### src/rtl/burst_seq_pkg.sv
package burst_seq_pkg;

   typedef enum logic [1:0] {
      CYC_IDLE        = 2'd0,
      CYC_READ_START  = 2'd1,
      CYC_WRITE_START = 2'd2,
      CYC_ADVANCE     = 2'd3
   } cyc_e;

   // processor strobe has priority and always reads
   function automatic cyc_e classify(input logic s_cpu, input logic s_ctl, input logic adv);
      if (s_cpu)      return CYC_READ_START;
      else if (s_ctl) return CYC_WRITE_START;
      else if (adv)   return CYC_ADVANCE;
      else            return CYC_IDLE;
   endfunction

   function automatic logic is_start(input cyc_e c);
      return (c == CYC_READ_START) || (c == CYC_WRITE_START);
   endfunction

   function automatic logic is_write_beat(input cyc_e c);
      return (c == CYC_WRITE_START) || (c == CYC_ADVANCE);
   endfunction

endpackage

### src/rtl/bsq_ctrl.sv
module bsq_ctrl
   import burst_seq_pkg::*;
#(
   parameter int ADDR_W = 20,
   parameter int CNT_W  = 2
) (
   input  logic              clk,
   input  logic              rst_n,
   input  cyc_e              cyc,
   input  logic [ADDR_W-1:0] ext_addr,
   input  logic              order_in,
   output logic [ADDR_W-1:0] base_q,
   output logic [CNT_W-1:0]  cnt_q,
   output logic              ilv_q,
   output logic              vld_q
);

   always_ff @(posedge clk or negedge rst_n) begin
      if (!rst_n) begin
         base_q <= '0;
         cnt_q  <= '0;
         ilv_q  <= 1'b0;
         vld_q  <= 1'b0;
      end else begin
         vld_q <= (cyc != CYC_IDLE);
         if (is_start(cyc)) begin
            base_q <= ext_addr;
            cnt_q  <= '0;
            ilv_q  <= order_in;
         end else if (cyc == CYC_ADVANCE) begin
            cnt_q <= cnt_q + 1'b1;   // natural wrap at 2**CNT_W
         end
      end
   end

endmodule

### src/rtl/bsq_order.sv
module bsq_order #(
   parameter int CNT_W     = 2,
   parameter bit ALLOW_ILV = 1'b1
) (
   input  logic [CNT_W-1:0] base_low,
   input  logic [CNT_W-1:0] cnt,
   input  logic             ilv,
   output logic [CNT_W-1:0] low
);

   logic [CNT_W-1:0] lin_low;
   assign lin_low = base_low + cnt;

   generate
      if (ALLOW_ILV) begin : g_both
         assign low = ilv ? (base_low ^ cnt) : lin_low;
      end else begin : g_lin_only
         logic unused_ilv;
         assign unused_ilv = ilv;
         assign low        = lin_low;
      end
   endgenerate

endmodule

### src/rtl/bsq_wdec.sv
module bsq_wdec
   import burst_seq_pkg::*;
#(
   parameter int NBYTES = 2
) (
   input  logic              clk,
   input  logic              rst_n,
   input  cyc_e              cyc,
   input  logic              wr_all,
   input  logic              wr_byte_en,
   input  logic [NBYTES-1:0] wr_byte_sel,
   output logic [NBYTES-1:0] we_q
);

   logic wbeat;
   assign wbeat = is_write_beat(cyc);

   for (genvar b = 0; b < NBYTES; b++) begin : g_lane
      logic lane_d;
      assign lane_d = wbeat & (wr_all | (wr_byte_en & wr_byte_sel[b]));
      always_ff @(posedge clk or negedge rst_n) begin
         if (!rst_n) we_q[b] <= 1'b0;
         else        we_q[b] <= lane_d;
      end
   end

endmodule

### src/rtl/burst_addr_seq.sv
module burst_addr_seq
   import burst_seq_pkg::*;
#(
   parameter int ADDR_W    = 20,
   parameter int NBYTES    = 2,
   parameter int CNT_W     = 2,
   parameter bit ALLOW_ILV = 1'b1
) (
   input  logic              clk,
   input  logic              rst_n,
   input  logic [ADDR_W-1:0] ext_addr,
   input  logic              start_cpu,
   input  logic              start_ctl,
   input  logic              advance,
   input  logic              order_ilv,
   input  logic              wr_all,
   input  logic              wr_byte_en,
   input  logic [NBYTES-1:0] wr_byte_sel,
   output logic [ADDR_W-1:0] mem_addr,
   output logic [NBYTES-1:0] mem_we,
   output logic              beat_vld
);

   localparam int HI_W = ADDR_W - CNT_W;

   generate
      if (CNT_W < 1 || CNT_W >= ADDR_W) begin : g_bad_cnt
         $error("CNT_W must be in 1..ADDR_W-1");
      end
      if (NBYTES < 1) begin : g_bad_nb
         $error("NBYTES must be at least 1");
      end
   endgenerate

   cyc_e              cyc;
   logic [ADDR_W-1:0] base_q;
   logic [CNT_W-1:0]  cnt_q;
   logic              ilv_q;
   logic [CNT_W-1:0]  low;

   assign cyc = classify(start_cpu, start_ctl, advance);

   bsq_ctrl #(.ADDR_W(ADDR_W), .CNT_W(CNT_W)) i_ctrl (
      .clk     (clk),
      .rst_n   (rst_n),
      .cyc     (cyc),
      .ext_addr(ext_addr),
      .order_in(order_ilv),
      .base_q  (base_q),
      .cnt_q   (cnt_q),
      .ilv_q   (ilv_q),
      .vld_q   (beat_vld)
   );

   bsq_order #(.CNT_W(CNT_W), .ALLOW_ILV(ALLOW_ILV)) i_order (
      .base_low(base_q[CNT_W-1:0]),
      .cnt     (cnt_q),
      .ilv     (ilv_q),
      .low     (low)
   );

   bsq_wdec #(.NBYTES(NBYTES)) i_wdec (
      .clk        (clk),
      .rst_n      (rst_n),
      .cyc        (cyc),
      .wr_all     (wr_all),
      .wr_byte_en (wr_byte_en),
      .wr_byte_sel(wr_byte_sel),
      .we_q       (mem_we)
   );

   logic [HI_W-1:0] hi;
   assign hi       = base_q[ADDR_W-1:CNT_W];
   assign mem_addr = {hi, low};

endmodule

### config.mk
export PLATFORM = sky130hd
export DESIGN_NAME = burst_addr_seq
export DESIGN_NICKNAME = d
export VERILOG_FILES = /design/src/rtl/burst_seq_pkg.sv /design/src/rtl/bsq_ctrl.sv /design/src/rtl/bsq_order.sv /design/src/rtl/bsq_wdec.sv /design/src/rtl/burst_addr_seq.sv
export SDC_FILE = /design/constraint.sdc
export NUM_CORES = 1
export LEC_CHECK = 0
export CAP_MARGIN = 40
export CORE_MARGIN = 10
export CORE_UTILIZATION = 46
export CTS_CLUSTER_SIZE = 10
export DETAILED_ROUTE_END_ITERATION = 7
export HOLD_SLACK_MARGIN = 0.12
export PLACE_DENSITY = 0.85
export SLEW_MARGIN = 20
export SYNTH_ARGS = -nofsm -noshare
export SYNTH_HDL_FRONTEND = slang
export SYNTH_SLANG_ARGS = --single-unit
### constraint.sdc
create_clock -name clk -period 2.5 [get_ports clk]
set_clock_uncertainty 0.15 [all_clocks]
set_input_delay 0.25 -clock clk [delete_from_list [all_inputs] [get_ports clk]]
set_output_delay 0.25 -clock clk [all_outputs]
set_load 0.005 [all_outputs]
==> results_tabular.tex <==
\begin{tabular}{lr}
\hline
Metric & Value \\
\hline
\multicolumn{2}{l}{\textbf{CTS}} \\
\quad TritonCTS clock tree & yes \\
\quad Resized Gates After CTS & 0 \\
\quad Clock latency on the worst-skew pair & 0.31 ns \\
\quad CTS Hold Buffers Added & 0 \\
\quad Clock slew at reported path FFs & 0.13 ns \\
\quad TritonCTS Buffers & 3 \\
\quad Number of clock sinks & 26 \\
\quad Buffers from clock root to sink, at most & 2 \\
\quad H-tree levels & 1 \\
\quad Buffer type at the clock tree root & sky130\_fd\_sc\_hd\_\_clkbuf\_4 \\
\quad Post-CTS Setup Repair Bufs & 0 \\
\multicolumn{2}{l}{\textbf{Synthesis}} \\
\quad Synthesized area per cell & 14.2 µm² \\
\quad Total number of yosys warnings & 0 \\
\quad Synth top area share & 49.9\% \\
\quad Number of instances in the synthesized netlist & 92 \\
\quad Distinct cell type count after synthesis & 17 \\
\quad Cell taking the most area after synthesis & sky130\_fd\_sc\_hd\_\_dfrtp\_1 \\
\quad Syn Nets & 126 \\
\quad Top cells by area, synth & sky130\_fd\_sc\_hd\_\_dfrtp\_1 50\%, sky130\_fd\_sc\_hd\_\_mux2\_4 21\%, sky130\_fd\_sc\_hd\_\_buf\_4 10\% \\
\quad Register area share after synthesis & 49.9\% \\
\quad Yosys reg bits & 26 \\
\quad Area of the mapped netlist & 0.00130 mm² \\
\multicolumn{2}{l}{\textbf{Pwr}} \\
\quad Static leakage power & 0.793 nW \\
\quad Maximum resistive drop on vdd & 0.000517 V \\
\quad Power density over cell area & 642 mW/mm² \\
\quad Post-layout total power & 1.12 mW \\
\multicolumn{2}{l}{\textbf{GRT}} \\
\quad Largest net degree at the start of global routing & 27 \\
\quad Global-route wire length before repair & 4500 µm \\
\quad Antenna violations before repair & 0 \\
\quad Overall global routing resource usage & 10.6\% \\
\quad Vias in the first global route & 880 \\
\quad Sum of overflow across all layers after global routing & 0 \\
\multicolumn{2}{l}{\textbf{Die}} \\
\quad Die X & 73.2 µm \\
\quad Number of placement rows & 19 \\
\quad Die H & 73.2 µm \\
\quad Core area & 0.00273 mm² \\
\quad Total Die Area & 0.00536 mm² \\
\quad I/O pins & 53 \\
\quad Starting utilization of the core area & 47.7\% \\
\multicolumn{2}{l}{\textbf{Cells and area}} \\
\quad Area used by multi-input combinational logic & 459 µm² \\
\quad Fraction of layout cells with a size suffix above 1 & 21.7\% \\
\quad Final instance count without filler cells & 160 \\
\quad Number of fill cells in the layout & 197 \\
\quad Ant. Diodes & 0 \\
\quad Post-route core utilization & 63.7\% \\
\quad Signed area change from the synthesized netlist to the final layout & 33.5\% \\
\quad Net total in the final layout & 164 \\
\quad Flip-flop and latch area & 651 µm² \\
\multicolumn{2}{l}{\textbf{Place}} \\
\quad Placed cells & 156 \\
\quad Count of port buffers added during placement & 52 \\
\quad Final HPWL from detailed placement & 2150 µm \\
\quad Gp weighted congestion & 0.701 \\
\quad Pre-CTS setup slack & 0.239 ns \\
\multicolumn{2}{l}{\textbf{STA}} \\
\quad Achievable frequency & 0.470 GHz \\
\quad Setup TNS & 0 ns \\
\quad Minimum clock period after layout & 2.13 ns \\
\quad Final count of hold timing violations & 0 \\
\quad Worst slew margin & 78.0\% \\
\quad RSZ-0062 raised after global routing & no \\
\quad Count of final max-slew check failures & 0 \\
\quad Final setup vio count & 0 \\
\quad Least-Margin Pin Slew & 0.330 ns \\
\quad Fin worst setup slack & 0.370 ns \\
\quad Final worst path period share & 85.2\% \\
\multicolumn{2}{l}{\textbf{Drt}} \\
\quad Pre-antenna DRT Iters & 4 \\
\quad Number of nets still failing antenna checks after routing & 0 \\
\quad Avg WL per Cell & 16.8 µm \\
\quad Total wire length after detailed routing & 2690 µm \\
\quad Iteration-0 DRC Markers & 94 \\
\quad Routed vias & 753 \\
\quad Total DRC errors in the routed layout & 0 \\
\quad Via-to-Cell Ratio & 4.71 \\
\multicolumn{2}{l}{\textbf{Flow run}} \\
\quad Count of maximum capacitance violations & 0 \\
\multicolumn{2}{l}{\textbf{Critical path}} \\
\quad Arrival time at the worst endpoint & 1.73 ns \\
\quad Endpoint of the worst-slack reg-to-reg timing path & i\_ctrl.cnt\_q[1] \\
\quad Crit path max-delay cell type & sky130\_fd\_sc\_hd\_\_clkdlybuf4s50\_1 \\
\quad Setup slack of the most critical reg-to-reg path & 1.54 ns \\
\quad Setup crit start kind & flop \\
\quad R2R cell count & 2 \\
\quad Path type of the worst setup path & flop to output port \\
\quad Chain of cells forming the critical path & ha\_1 > nor2b\_1 > xnor2\_1 > clkdlybuf4s50\_1 \\
\quad Kind of capture point of the worst setup path & output port \\
\quad Maximum cell stage delay along the critical path & 0.53 ns \\
\quad Startpoint of the lowest-slack register-to-register path & i\_ctrl.cnt\_q[0] \\
\quad Data required time at the worst endpoint & 2.10 ns \\
\quad Maximum fanout along the worst path & 5 \\
\multicolumn{2}{l}{\textbf{Worst hold path}} \\
\quad Type of the worst min-delay path & input pin to async pin \\
\multicolumn{2}{l}{\textbf{Run status}} \\
\quad Result of the run & finished clean \\
\hline
\end{tabular}
kinds of logic (layout without fill, tap and decap cells):
logic type      after synthesis  count (layout)  synth area share (%)
compound gates                7               7                  3.65
fa+ha+maj                     4               4                  3.84
flops                        26              26                  49.9
buf+inv                      23              60                  14.9
mux                          21              21                  23.3
xor+xnor                      2               2                  1.34
simple gates                  9               9                  3.07
final cells by class:
cell class / count / area share [%]
clock buffer: 4 / 2.08
inverter: 2 / 0.431
multi-input combinational: 43 / 26.4
sequential: 26 / 37.4
tap: 31 / 2.23
timing repair buffer: 54 / 31.5
per-stage QoR:
stage / hold slack, ns / cell area, µm²
3_5_place_dp: 0.343 / 1700
3_3_place_gp: 0.343 / 1700
4_1_cts: 0.129 / 1740
5_1_grt: 0.150 / 1740
2_1_floorplan: -0.196 / 1300
6_report: 0.129 / 1740
where the power goes:
| part | total (mW) | leakage, nW | internal (mW) | switching [mW] |
|---|---|---|---|---|
| registers | 0.529 | 0.307 | 0.488 | 0.0410 |
| clock network | 0.206 | 0.0210 | 0.0890 | 0.117 |
| logic | 0.381 | 0.464 | 0.268 | 0.113 |
| total | 1.12 | 0.793 | 0.845 | 0.272 |
worst max-delay path by stage:
stage                                from  cells past startpoint                to  slack, ns
after floorplan                   advance                      6  i_ctrl.base_q[0]       0.84
after global placement            advance                      6  i_ctrl.base_q[9]       0.28
after detailed placement          advance                      6  i_ctrl.base_q[8]       0.24
after CTS                 i_ctrl.cnt_q[0]                      4       mem_addr[1]       0.35
after global routing      i_ctrl.cnt_q[0]                      4       mem_addr[1]       0.27
final                     i_ctrl.cnt_q[0]                      4       mem_addr[1]       0.37
critical path, delay by kind of cell, from the launching register on:
family | cells | cell delay [ns]
buf+inv | 1 | 0.53
flops | 1 | 0.44
simple gates | 1 | 0.13
fa+ha+maj | 1 | 0.19
xor+xnor | 1 | 0.12
cell usage in the layout, fill, tap and decap left out:
cell,synthesis,layout
sky130_fd_sc_hd__nor3_1,1,1
sky130_fd_sc_hd__mux2_2,3,3
sky130_fd_sc_hd__ha_1,4,4
sky130_fd_sc_hd__clkbuf_8,0,1
sky130_fd_sc_hd__buf_4,18,1
sky130_fd_sc_hd__a32o_1,1,1
sky130_fd_sc_hd__nor2b_1,1,1
sky130_fd_sc_hd__a21oi_1,3,3
sky130_fd_sc_hd__buf_12,2,1
sky130_fd_sc_hd__inv_1,2,2
sky130_fd_sc_hd__clkbuf_4,0,3
sky130_fd_sc_hd__dfrtp_1,26,26
sky130_fd_sc_hd__a21o_1,2,2
sky130_fd_sc_hd__xnor2_1,2,2
sky130_fd_sc_hd__nor2_1,6,6
sky130_fd_sc_hd__mux2_4,18,18
sky130_fd_sc_hd__clkdlybuf4s50_1,0,52
sky130_fd_sc_hd__or2_2,1,1
sky130_fd_sc_hd__o21bai_1,1,1
state kept, by name, summed over array words and instances, names as in the netlist:
name	flops
i_ctrl.ilv_q	1
i_wdec.we_q	2
i_ctrl.base_q	20
i_ctrl.vld_q	1
i_ctrl.cnt_q	2
synth_stat cells, drive strengths merged:
cell,instances
o21bai,1
dfrtp,26
nor3,1
buf,21
a21oi,3
ha,4
a21o,2
or2,1
xnor2,2
nor2,6
inv,2
mux2,21
nor2b,1
a32o,1
layer usage:
| layer | share of wire (%) | global-route usage [%] |
|---|---|---|
| met5 | 0 | 0 |
| met4 | 2.0 | 5.70 |
| met3 | 6.6 | 2.04 |
| met2 | 50 | 17.9 |
| met1 | 41 | 12.2 |
No activity file was read; power rests on OpenSTA's default activity.
